===== src/rtl/gpio_tri_pkg.sv =====
package gpio_tri_pkg;
  localparam int unsigned REG_ADDR_W = 2;

  typedef enum logic [REG_ADDR_W-1:0] {
    REG_DIR  = 2'd0,
    REG_LAT  = 2'd1,
    REG_LVL  = 2'd2,
    REG_NONE = 2'd3
  } gpio_reg_e;
endpackage


===== src/rtl/gpio_ctrl_regs.sv =====
module gpio_ctrl_regs
  import gpio_tri_pkg::*;
#(
  parameter int unsigned PIN_W = 8
) (
  input  logic                  clk_i,
  input  logic                  rst_ni,
  input  logic                  we_i,
  input  logic [REG_ADDR_W-1:0] addr_i,
  input  logic [PIN_W-1:0]      wdata_i,
  output logic [PIN_W-1:0]      dir_o,
  output logic [PIN_W-1:0]      lat_o
);
  logic dir_wr, lat_wr;

  assign dir_wr = we_i && (addr_i == REG_DIR);
  assign lat_wr = we_i && (addr_i == REG_LAT);

  always_ff @(posedge clk_i or negedge rst_ni) begin
    if (!rst_ni) begin
      dir_o <= '0;
      lat_o <= '0;
    end else begin
      if (dir_wr) dir_o <= wdata_i;
      if (lat_wr) lat_o <= wdata_i;
    end
  end
endmodule


===== src/rtl/gpio_in_sync.sv =====
module gpio_in_sync #(
  parameter int unsigned PIN_W  = 8,
  parameter int unsigned STAGES = 2
) (
  input  logic             clk_i,
  input  logic             rst_ni,
  input  logic [PIN_W-1:0] pin_i,
  output logic [PIN_W-1:0] lvl_o
);
  for (genvar g = 0; g < PIN_W; g++) begin : g_pin
    logic [STAGES-1:0] chain;

    always_ff @(posedge clk_i or negedge rst_ni) begin
      if (!rst_ni) chain <= '0;
      else         chain <= {chain[STAGES-2:0], pin_i[g]};
    end

    assign lvl_o[g] = chain[STAGES-1];
  end
endmodule


===== src/rtl/gpio_pad_ctrl.sv =====
module gpio_pad_ctrl #(
  parameter int unsigned PIN_W = 8
) (
  input  logic [PIN_W-1:0] dir_i,
  input  logic [PIN_W-1:0] lat_i,
  output logic [PIN_W-1:0] oe_o,
  output logic [PIN_W-1:0] out_o,
  output logic [PIN_W-1:0] pu_o
);
  for (genvar g = 0; g < PIN_W; g++) begin : g_pad
    // driven pins never enable pull-up; undriven pins hold output low
    assign oe_o[g]  = dir_i[g];
    assign out_o[g] = dir_i[g] & lat_i[g];
    assign pu_o[g]  = ~dir_i[g] & lat_i[g];
  end
endmodule


===== src/rtl/gpio_tri_port.sv =====
module gpio_tri_port
  import gpio_tri_pkg::*;
#(
  parameter int unsigned PIN_W       = 8,
  parameter int unsigned SYNC_STAGES = 2
) (
  input  logic                  clk_i,
  input  logic                  rst_ni,
  input  logic [REG_ADDR_W-1:0] addr_i,
  input  logic                  we_i,
  input  logic [PIN_W-1:0]      wdata_i,
  output logic [PIN_W-1:0]      rdata_o,
  input  logic [PIN_W-1:0]      pin_i,
  output logic [PIN_W-1:0]      pin_oe_o,
  output logic [PIN_W-1:0]      pin_out_o,
  output logic [PIN_W-1:0]      pin_pu_o
);
  logic [PIN_W-1:0] dir_q, lat_q, lvl_q;

  gpio_ctrl_regs #(.PIN_W(PIN_W)) u_regs (
    .clk_i   (clk_i),
    .rst_ni  (rst_ni),
    .we_i    (we_i),
    .addr_i  (addr_i),
    .wdata_i (wdata_i),
    .dir_o   (dir_q),
    .lat_o   (lat_q)
  );

  gpio_in_sync #(.PIN_W(PIN_W), .STAGES(SYNC_STAGES)) u_sync (
    .clk_i  (clk_i),
    .rst_ni (rst_ni),
    .pin_i  (pin_i),
    .lvl_o  (lvl_q)
  );

  gpio_pad_ctrl #(.PIN_W(PIN_W)) u_pad (
    .dir_i (dir_q),
    .lat_i (lat_q),
    .oe_o  (pin_oe_o),
    .out_o (pin_out_o),
    .pu_o  (pin_pu_o)
  );

  // latch and pin levels kept apart so read-modify-write sees the latch
  always_comb begin
    unique case (addr_i)
      REG_DIR: rdata_o = dir_q;
      REG_LAT: rdata_o = lat_q;
      REG_LVL: rdata_o = lvl_q;
      default: rdata_o = '0;
    endcase
  end
endmodule


===== config.mk =====
export PLATFORM = sky130hd
export DESIGN_NAME = gpio_tri_port
export DESIGN_NICKNAME = d
export VERILOG_FILES = /design/src/rtl/gpio_tri_pkg.sv /design/src/rtl/gpio_ctrl_regs.sv /design/src/rtl/gpio_in_sync.sv /design/src/rtl/gpio_pad_ctrl.sv /design/src/rtl/gpio_tri_port.sv
export SDC_FILE = /design/constraint.sdc
export NUM_CORES = 1
export LEC_CHECK = 0
export ABC_CLOCK_PERIOD_IN_PS = 1100
export BUFFER_PORTS_ARGS = -buffer_cell sky130_fd_sc_hd__buf_4
export CAP_MARGIN = 20
export CORE_AREA = 2 2 56 58
export DETAILED_ROUTE_END_ITERATION = 10
export DIE_AREA = 0 0 58 60
export PLACE_DENSITY = 0.76
export RECOVER_POWER = 25
export SYNTH_ARGS = -nofsm -noshare
export SYNTH_HDL_FRONTEND = slang
export SYNTH_SLANG_ARGS = --single-unit

===== constraint.sdc =====
create_clock -name clk_i -period 1.1 [get_ports clk_i]
set_input_delay 0.22 -clock clk_i [delete_from_list [all_inputs] [get_ports clk_i]]
set_output_delay 0.22 -clock clk_i [all_outputs]
set_load 0.02 [all_outputs]

==> results of run 1 <==
worst paths after layout:
kind	start	to	slack (ns)	cells after the start
min in group asynchronous	rst_ni	u_sync.g_pin[2].chain[0]$_DFF_PN0_	0.34	2
min	wdata_i[0]	u_regs.lat_o[0]$_DFFE_PN0P_	0.11	2
max	u_regs.dir_o[5]$_DFFE_PN0P_	pin_out_o[5]	-0.30	3
max in group asynchronous	rst_ni	u_regs.lat_o[6]$_DFFE_PN0P_	0.46	2
max reg2reg	u_regs.dir_o[7]$_DFFE_PN0P_	u_regs.dir_o[7]$_DFFE_PN0P_	0.08	3
min reg2reg	u_sync.g_pin[1].chain[0]$_DFF_PN0_	u_sync.g_pin[1].chain[1]$_DFF_PN0_	0.35	0
synthesized netlist by cell type:
cell type,instances,area [um^2]
buf_2,1,5.00
nand3b_4,1,20.0
o2bb2ai_1,8,70.1
mux2_2,16,180
and2_1,8,50.1
mux2i_1,8,80.1
nor2b_1,9,56.3
buf_4,1,7.51
buf_6,1,11.3
nor3b_4,1,18.8
dfrtp_1,32,801
area by class of cell:
cell class / instances / share of cell area [%]
Sequential cell: 32 / 34.7
Clock inverter: 2 / 1.51
Tap cell: 33 / 1.78
Multi-Input combinational cell: 51 / 24.2
Timing Repair Buffer: 87 / 36.0
Clock buffer: 6 / 1.78
metal layers:
| metal | vias up | routed length, um |
|---|---|---|
| li1 | 488 | - |
| met1 | 523 | 1150 |
| met2 | 41 | 1990 |
| met3 | 5 | 186 |
| met4 | 0 | 48 |
| met5 | - | 0 |
critical path: cells and delay by family, from the launching register on:
kind,cells,cell delay [ns]
simple gates,1,0.15
buf+inv,2,0.27
flops,1,0.42
sequential cells by signal, summed over array words and instances (netlist names):
register	count
u_regs.dir_o	8
u_regs.lat_o	8
u_sync.g_pin.chain	16
power groups by stage:
stage                     Clock (mW)  Sequential (mW)  Combinational (mW)
after global routing           0.975             1.47                1.57
after detailed placement           0             1.48                1.06
after floorplan                    0             1.51               0.504
final                          0.863             1.45                1.48
after global placement             0             1.46                1.04
after CTS                      0.877             1.46                1.31
repair_timing:
action                                  4_1_cts  5_1_grt
hold buffers                                  9        0
pin swaps                                    13        4
endpoints found under the hold margin        40        0
gates resized for setup                      29       18
endpoints found under the setup margin       32       32
buffers inserted                              7        8
kinds of logic after synthesis:
family                 count (synthesis)
muxes                                 24
DFF                                   32
buffers and inverters                  3
AOI/OAI and AO/OA                      8
and+or+nand+nor                       19
layout by cell type, fill, tap and decap left out, types with 2 or more instances in the layout:
cell type	instances
buf_4	35
buf_6	32
dfrtp_1	30
mux2_2	16
clkbuf_4	13
dlygate4sd3_1	9
mux2i_1	8
o2bb2ai_2	8
and2_4	8
nor2b_1	7
buf_12	3
nor2b_4	2
dfrtp_2	2
==> impl_metrics.ini, run 1 <==
[floorplanning]
dieWidth_um = 58
rows = 20
die_y_um = 60
io_pins = 53
die_area_um2 = 3480
core_area_um2 = 2900
start_util_pct = 44.8

[logic_synthesis]
ys_ff_latch = 32
ys_seq_area_share_pct = 61.6
synth-compound-area-share_pct = 5.39
postSynthNetCount = 107
synth_cells = 86
synthXorXnorAreaFrac_pct = 0
avgSynthCellArea_um2 = 15.1
syn-cell-area_um2 = 1300
synth_fa_ha_area_share_pct = 0
synth_top_family_by_area = multiplexers
muxShareOfSynthArea_pct = 20.0
yosysWarnings = 0
yosys.area_share.simple_pct = 11.2
synth_cell_types = 11

[global_routing]
antenna_found_initial = 0
first_global_vias = 1136
gr-usage-met2_pct = 42.0
met1_usage_pct = 23.3
busiest_layer = met2
use_met3_pct = 4.98
grt-ovfl-total = 0
grt_pass1_wl_um = 5350
grt_use_total_pct = 21.9
grt_max_degree = 33

[clock_network]
clk_path_buf_depth = 2
htree_levels = 2
clk_pin_slew_ns = 0.09
cts-root-buf = clkbuf_4
clock-sinks = 32
numCtsBuffers = 5
insertion_delay_ns = 0.34
cts_tree = yes

[run_status]
violations = setup timing
status = complete, but fails checks

[place]
place_ws_ns = -0.128
dp_cells = 180
placed_area_um2 = 1890
portBuffers = 52
hpwl_um = 2130
gp_congestion = 0.722

[route]
first_pass_iters = 4
ant_nets = 0
vias = 1057
drc = 0
routedWlPerCell_um = 16.0
routed_via_density = 5.01
drtIter0Drc = 23
finalWirelength_um = 3380

[pwr]
power_per_cell_area_nw_per_um2 = 1640
fin_total_pwr_mw = 3.80
p_clk_share_pct = 22.7
vdd_ir_drop_max_mv = 1.26
p_seq_share_pct = 38.2
p_switching_mw = 1.15
pwr-share-comb_pct = 39.0
p_leak_nw = 1.11
internal-power_mw = 2.65
p_sw_share_pct = 30.3

[timing]
hold_viol = 0
fin_crit_sh_pct = 127
grt_setup_unrepaired = true
relSlewSlack_pct = 74.1
setup_violations = 32
maxClockFrequency_mhz = 716
timing.final.ws_setup_ns = -0.296
skew_ns = 0.000532
hold_ws_ns = 0.114
fin_setup_tns_ns = -7.02
fin_crit_ns = 1.40
worst_pin_slew_ns = 0.388
final-max-slew-violation-count = 0

[finish]
multi_input_area_um2 = 561
fin_area_um2 = 2310
fill_cells = 172
area_delta_synth_final_pct = 78.1
drive_gt1_share_pct = 69.1
diodes = 0
seqCellArea_um2 = 803
nets = 198
layout.cells.non_filler = 211
postLayoutCoreUtil_pct = 79.7

[critical_path]
cp_max_fo = 4
path_class = reg -> out
worstPathRequired_ns = 0.88
cp.arrival_ns = 1.18
critPathLaunchType = flip-flop
critPathSlowestCell = dfrtp_1
crit_chain = buf_4 > and2_4 > buf_6
critical-path-max-stage-delay_ns = 0.42
cp-end-kind = primary output

[worst_hold_path]
min_path_type = in -> reg

[job]
drv_cap = 0
No activity file was read; power rests on OpenSTA's default activity.
==> inputs of run 2 (changes only) <==
- ABC_AREA: unset -> 1
- CORE_AREA: 2 2 56 58 -> 2 2 57 59
- DIE_AREA: 0 0 58 60 -> 0 0 59 61
- GPL_ROUTABILITY_DRIVEN: unset -> 0
- PLACE_DENSITY: 0.76 -> 0.77
==> impl_metrics.ini, run 2 <==
[floorplanning]
start_util_pct = 47.3
die_area_um2 = 3600
core_area_um2 = 2950
dieWidth_um = 59
io_pins = 53
die_y_um = 61
rows = 20

[job]
drv_cap = 0

[worst_hold_path]
min_path_type = in -> reg

[route]
finalWirelength_um = 3570
first_pass_iters = 5
routedWlPerCell_um = 13.5
drtIter0Drc = 50
vias = 1315
drc = 0
routed_via_density = 4.96
ant_nets = 0

[clock_network]
cts_tree = yes
clock-sinks = 32
insertion_delay_ns = 0.33
clk_pin_slew_ns = 0.11
clk_path_buf_depth = 2
numCtsBuffers = 5
htree_levels = 2
cts-root-buf = clkbuf_4

[logic_synthesis]
postSynthNetCount = 177
ys_async_sr_fraction_pct = 100
avgSynthCellArea_um2 = 8.95
syn-cell-area_um2 = 1400
yosysWarnings = 0
synth_fa_ha_area_share_pct = 0
synth_edf_count = 0
ys_ff_latch = 32
synth_cell_types = 13
ys_top_cells_by_area = dfrtp_1, nand2_1, nand3_1, inv_1, nand4_1
synth_top_cell_area_share_pct = 57.3
ys_seq_area_share_pct = 57.3
synth-compound-area-share_pct = 0
muxShareOfSynthArea_pct = 0
synthXorXnorAreaFrac_pct = 0
yosys.area_share.simple_pct = 33.4
synthFlopType = dfrtp_1
synth_common_cells = nand2_1, dfrtp_1, nand3_1, inv_1
yosys.area.top_type = dfrtp_1
synth_top_family_by_area = simple AND/OR/NAND/NOR gates
synth_cells = 156
yosysMostFrequentCell = nand2_1

[critical_path]
r2r_slack_ns = 0.30
cp-end-kind = primary output
critPathLaunchType = flip-flop
cp_max_fo = 4
path_class = reg -> out
worstPathRequired_ns = 0.88
cp.arrival_ns = 1.16

[timing]
relSlewSlack_pct = 74.1
hold_viol = 0
skew_ns = 0.000402
setup_violations = 32
fin_crit_sh_pct = 126
fin_crit_ns = 1.38
grt_setup_unrepaired = true
timing.final.ws_setup_ns = -0.281
worst_pin_slew_ns = 0.388
maxClockFrequency_mhz = 724
final-max-slew-violation-count = 0

[global_routing]
grt_pass1_wl_um = 5530
grt_use_total_pct = 21.2
grt-ovfl-total = 0
grt_max_degree = 33
first_global_vias = 1217
antenna_found_initial = 0

[finish]
nets = 252
area_delta_synth_final_pct = 57.8
reg.largest.list = u_sync.g_pin.chain x16, u_regs.dir_o x8, u_regs.lat_o x8
diodes = 0
largest_reg_flops = 16
regMostFlops = u_sync.g_pin.chain
layout_common_cells = nand2_1, buf_4, dfrtp_1, buf_6, nand3_1
drive_gt1_share_pct = 44.0
final_common_cell = nand2_1
fin_area_um2 = 2200

[run_status]
violations = setup timing
status = complete, but fails checks

[place]
portBuffers = 52
hpwl_um = 2270
placed_area_um2 = 1840
place_ws_ns = -0.0335

[pwr]
power_per_cell_area_nw_per_um2 = 1440
vdd_ir_drop_max_mv = 1.02
p_leak_nw = 1.19
==> run 2: cell types whose count changed after synthesis, sizes merged, moves of 9 or more <==
cell   previous run  this run
nand2             0        49
nand3             0        33
nor2              0         9
nor2b             9         0
mux2             16         0
inv               0        18
==> run 2: cell type report <==
type,instances,area (um^2)
sequential,32,805
clock buffer,5,37.5
multi-input combinational,99,539
inverter,18,70.1
tap,33,41.3
fill,197,749
clock inverter,3,23.8
timing repair buffer,75,687
==> run 2: cells by family after synthesis <==
kind of cell  count (synthesis)
simple gates                 99
buf+inv                      25
flops                        32
==> run 2: worst paths after layout <==
check,startpoint,to,cells past startpoint
setup / recovery,u_regs.lat_o[1]$_DFFE_PN0P_,pin_pu_o[1],3
hold / removal,wdata_i[6],u_regs.dir_o[6]$_DFFE_PN0P_,3
setup reg to reg,u_regs.dir_o[0]$_DFFE_PN0P_,u_regs.dir_o[0]$_DFFE_PN0P_,3
hold reg to reg,u_sync.g_pin[2].chain[0]$_DFF_PN0_,u_sync.g_pin[2].chain[1]$_DFF_PN0_,0
max in group asynchronous,rst_ni,u_regs.dir_o[1]$_DFFE_PN0P_,2
min in group asynchronous,rst_ni,u_regs.lat_o[0]$_DFFE_PN0P_,2
==> run 2: through the flow <==
stage                     power [mW]  utilization, %  TNS [ns]  hold WS [ns]  std cells
after floorplan                 1.87               -         0       -0.0756        156
after global placement          2.25            62.2    -0.133         0.169        243
after detailed placement        2.28            62.2    -0.189         0.171        243
after CTS                       3.13            72.7     -5.40         0.102        264
after global routing            3.33            74.6     -6.90         0.100        265
final                           3.16            74.6     -5.22         0.115        265
==> run 2: power by group <==
part           internal, mW  total [mW]  leakage [nW]  switching, mW
registers              1.30        1.44         0.382          0.139
logic                 0.507        1.04         0.784          0.535
clock network         0.251       0.681        0.0274          0.430
==> run 2: layer usage <==
layer	part of all wire [%]	vias up	GRT usage, %
li1	-	648	-
met1	38	619	25.4
met2	54	41	35.9
met3	5.0	7	5.97
met4	2.3	0	9.42
met5	0	-	0
==> run 2: worst max-delay path, stage by stage, from the launching register on <==
cell and delay (ns):
dfrtp_1 0.45, inv_1 0.07, nor2_1 0.13, buf_4 0.17
==> run 2: repair_timing <==
action                                 4_1_cts  5_1_grt
buffers inserted                             4        1
hold buffers                                 9        0
endpoints found under the hold margin       40        0
gates resized for setup                     32       18
pin swaps                                   25       14
setup endpoints to repair                   32       32
==> inputs of run 3 (changes only) <==
--- a/config.mk
+++ b/config.mk
@@ -11,7 +11,7 @@
 export CAP_MARGIN = 20
-export CORE_AREA = 2 2 57 59
+export CORE_AREA = 2 2 60 62
 export DETAILED_ROUTE_END_ITERATION = 10
-export DIE_AREA = 0 0 59 61
+export DIE_AREA = 0 0 62 64
 export GPL_ROUTABILITY_DRIVEN = 0
-export PLACE_DENSITY = 0.77
+export PLACE_DENSITY = 0.75
 export RECOVER_POWER = 25
@@ -19,2 +19,3 @@
 export SYNTH_HDL_FRONTEND = slang
+export SYNTH_HIERARCHICAL = 1
 export SYNTH_SLANG_ARGS = --single-unit
==> constraint.sdc (replaced) <==
create_clock -name clk_i -period 1.1 [get_ports clk_i]
set_input_delay 0.055 -clock clk_i [delete_from_list [all_inputs] [get_ports clk_i]]
set_output_delay 0.055 -clock clk_i [all_outputs]
set_load 0.1 [all_outputs]
==> impl_metrics.ini, run 3 <==
[timing]
hold_viol = 0
fin_crit_ns = 1.25
skew_ns = 0.00312
maxClockFrequency_mhz = 800
grt_setup_unrepaired = true
setup_violations = 28
worst_pin_slew_ns = 0.417
timing.final.ws_setup_ns = -0.150
final-max-slew-violation-count = 0
relSlewSlack_pct = 72.2
fin_crit_sh_pct = 114

[worst_hold_path]
min_path_type = in -> reg

[floorplanning]
dieWidth_um = 62
core_area_um2 = 3280
rows = 21
die_area_um2 = 3970
io_pins = 53
start_util_pct = 47.0
die_y_um = 64

[finish]
multi_input_area_um2 = 628
fill_cells = 186
area_delta_synth_final_pct = 71.9
regMostFlops = u_sync/g_pin.chain
reg.largest.list = u_sync/g_pin.chain x16, u_regs/dir_o x8, u_regs/lat_o x8
layout_common_cells = nand2_1, buf_12, dfrtp_1, nand3_1, buf_4
seqCellArea_um2 = 815
fin_area_um2 = 2650
largest_reg_flops = 16
nets = 257
layout.cells.non_filler = 283
drive_gt1_share_pct = 54.9
final_common_cell = nand2_1
diodes = 0

[route]
routed-wl-met2_um = 2450
drc = 0
ant_nets = 0
routedWlPerCell_um = 15.7
wl_met1_um = 1600
drtIter0Drc = 89
vias = 1434
first_pass_iters = 4
finalWirelength_um = 4430
top_layer = met4
dr_wl_met3_um = 223
routed_via_density = 5.07

[global_routing]
grt_pass1_wl_um = 6840
antenna_found_initial = 0
grt_use_total_pct = 24.0
first_global_vias = 1443
grt-ovfl-total = 0
grt_max_degree = 33

[run_status]
status = complete, but fails checks
violations = setup timing

[critical_path]
worstPathRequired_ns = 1.04
crit_chain = nand3_1 > nand3_2 > buf_12
critical-path-max-stage-delay_ns = 0.44
critPathLaunchType = flip-flop
path_delay_family = flip-flops
cp.arrival_ns = 1.19
cp_max_fo = 4
critPathSlowestCell = dfrtp_1
crit_buf_inv = 1
path_class = reg -> out
cp-end-kind = primary output

[clock_network]
clk_path_buf_depth = 2
clk_pin_slew_ns = 0.11
cts_tree = yes
cts-root-buf = clkbuf_4
numCtsBuffers = 5
clock-sinks = 32
htree_levels = 2
insertion_delay_ns = 0.33

[logic_synthesis]
synth_top_cell_area_share_pct = 51.9
synth_edf_count = 0
yosysMostFrequentCell = nand2_1
avgSynthCellArea_um2 = 8.98
yosysWarnings = 6
yosys.area.top_type = dfrtp_1
postSynthNetCount = 193
synth_cells = 172
syn-cell-area_um2 = 1540
ys_seq_area_share_pct = 51.9
synthFlopType = dfrtp_1
synth_cell_types = 15
ys_ff_latch = 32
ys_async_sr_fraction_pct = 100
ys_top_cells_by_area = dfrtp_1, nand2_1, nand3_1, buf_4, inv_1
synth_common_cells = nand2_1, dfrtp_1, nand3_1, buf_4, inv_1

[pwr]
p_leak_nw = 1.30
vdd_ir_drop_max_mv = 1.18
fin_total_pwr_mw = 4.92
power_per_cell_area_nw_per_um2 = 1860

[place]
portBuffers = 52
placed_area_um2 = 1900
dp_cells = 249
hpwl_um = 2490

[job]
drv_cap = 0
[run 3: cell count changes after synthesis, sizes merged]
cell | before | now
inv | 18 | 19
buf | 7 | 20
nor2 | 9 | 10
clkbuf | 0 | 1
[run 3: power breakdown]
part,internal [mW],switching [mW]
Clock,0.476,0.402
Sequential,1.31,0.198
Combinational,0.873,1.67
Total,2.66,2.26
[run 3: area by class of cell]
| type | count | area share, % |
|---|---|---|
| clock buffers | 6 | 1.56 |
| multi-input cells | 100 | 23.7 |
| inverters | 19 | 2.78 |
| flip-flops and latches | 32 | 30.7 |
| repair buffers | 78 | 37.8 |
| clock inverters | 2 | 1.32 |
| well taps | 46 | 2.17 |
[run 3: path summary, 6_finish.rpt]
check,startpoint,end,slack [ns],cells after the start
max reg2reg,u_regs/lat_o[2]$_DFFE_PN0P_,u_regs/lat_o[2]$_DFFE_PN0P_,0.18,4
min reg2reg,u_sync/g_pin[5].chain[0]$_DFF_PN0_,u_sync/g_pin[5].chain[1]$_DFF_PN0_,0.36,0
min in group asynchronous,rst_ni,u_regs/dir_o[6]$_DFFE_PN0P_,0.19,2
max in group asynchronous,rst_ni,u_regs/dir_o[2]$_DFFE_PN0P_,0.58,2
min,we_i,u_regs/dir_o[3]$_DFFE_PN0P_,0.08,3
max,u_regs/lat_o[5]$_DFFE_PN0P_,rdata_o[5],-0.15,3
[run 3: repair_timing]
action | in CTS | in global routing
hold buffers | 17 | 0
hold endpoints to repair | 54 | 0
setup endpoints to repair | 32 | 32
setup buffers | 1 | 8
resized for setup | 101 | 29
pin swaps | 12 | 6
[run 3: logic make-up after synthesis]
| logic type | after synthesis | share of synthesized area, % |
|---|---|---|
| AND/OR/NAND/NOR | 100 | 32.4 |
| buffers and inverters | 40 | 15.7 |
| flip-flops | 32 | 51.9 |
[run 3: metal layers]
metal  GRT usage [%]  vias up
met4            10.6        0
li1                -      660
met2            40.4       74
met3            6.28       16
met5               0        -
met1            27.7      684
[run 3: stage by stage]
step	TNS (ns)	hold WS, ns	utilization [%]	worst slack (ns)
2_1_floorplan	-0.191	-0.241	-	-0.0239
3_3_place_gp	0	0.00726	57.9	0.0868
3_5_place_dp	0	0.00917	57.9	0.0609
4_1_cts	-2.07	0.0736	76.0	-0.123
5_1_grt	-3.73	0.0774	80.8	-0.201
6_report	-2.58	0.0776	80.8	-0.150
[run 3: worst register-to-register path, delay by kind of cell, from the launching register on]
family,cells,cell delay (ns)
DFF,1,0.43
buffers and inverters,2,0.29
and+or+nand+nor,2,0.11
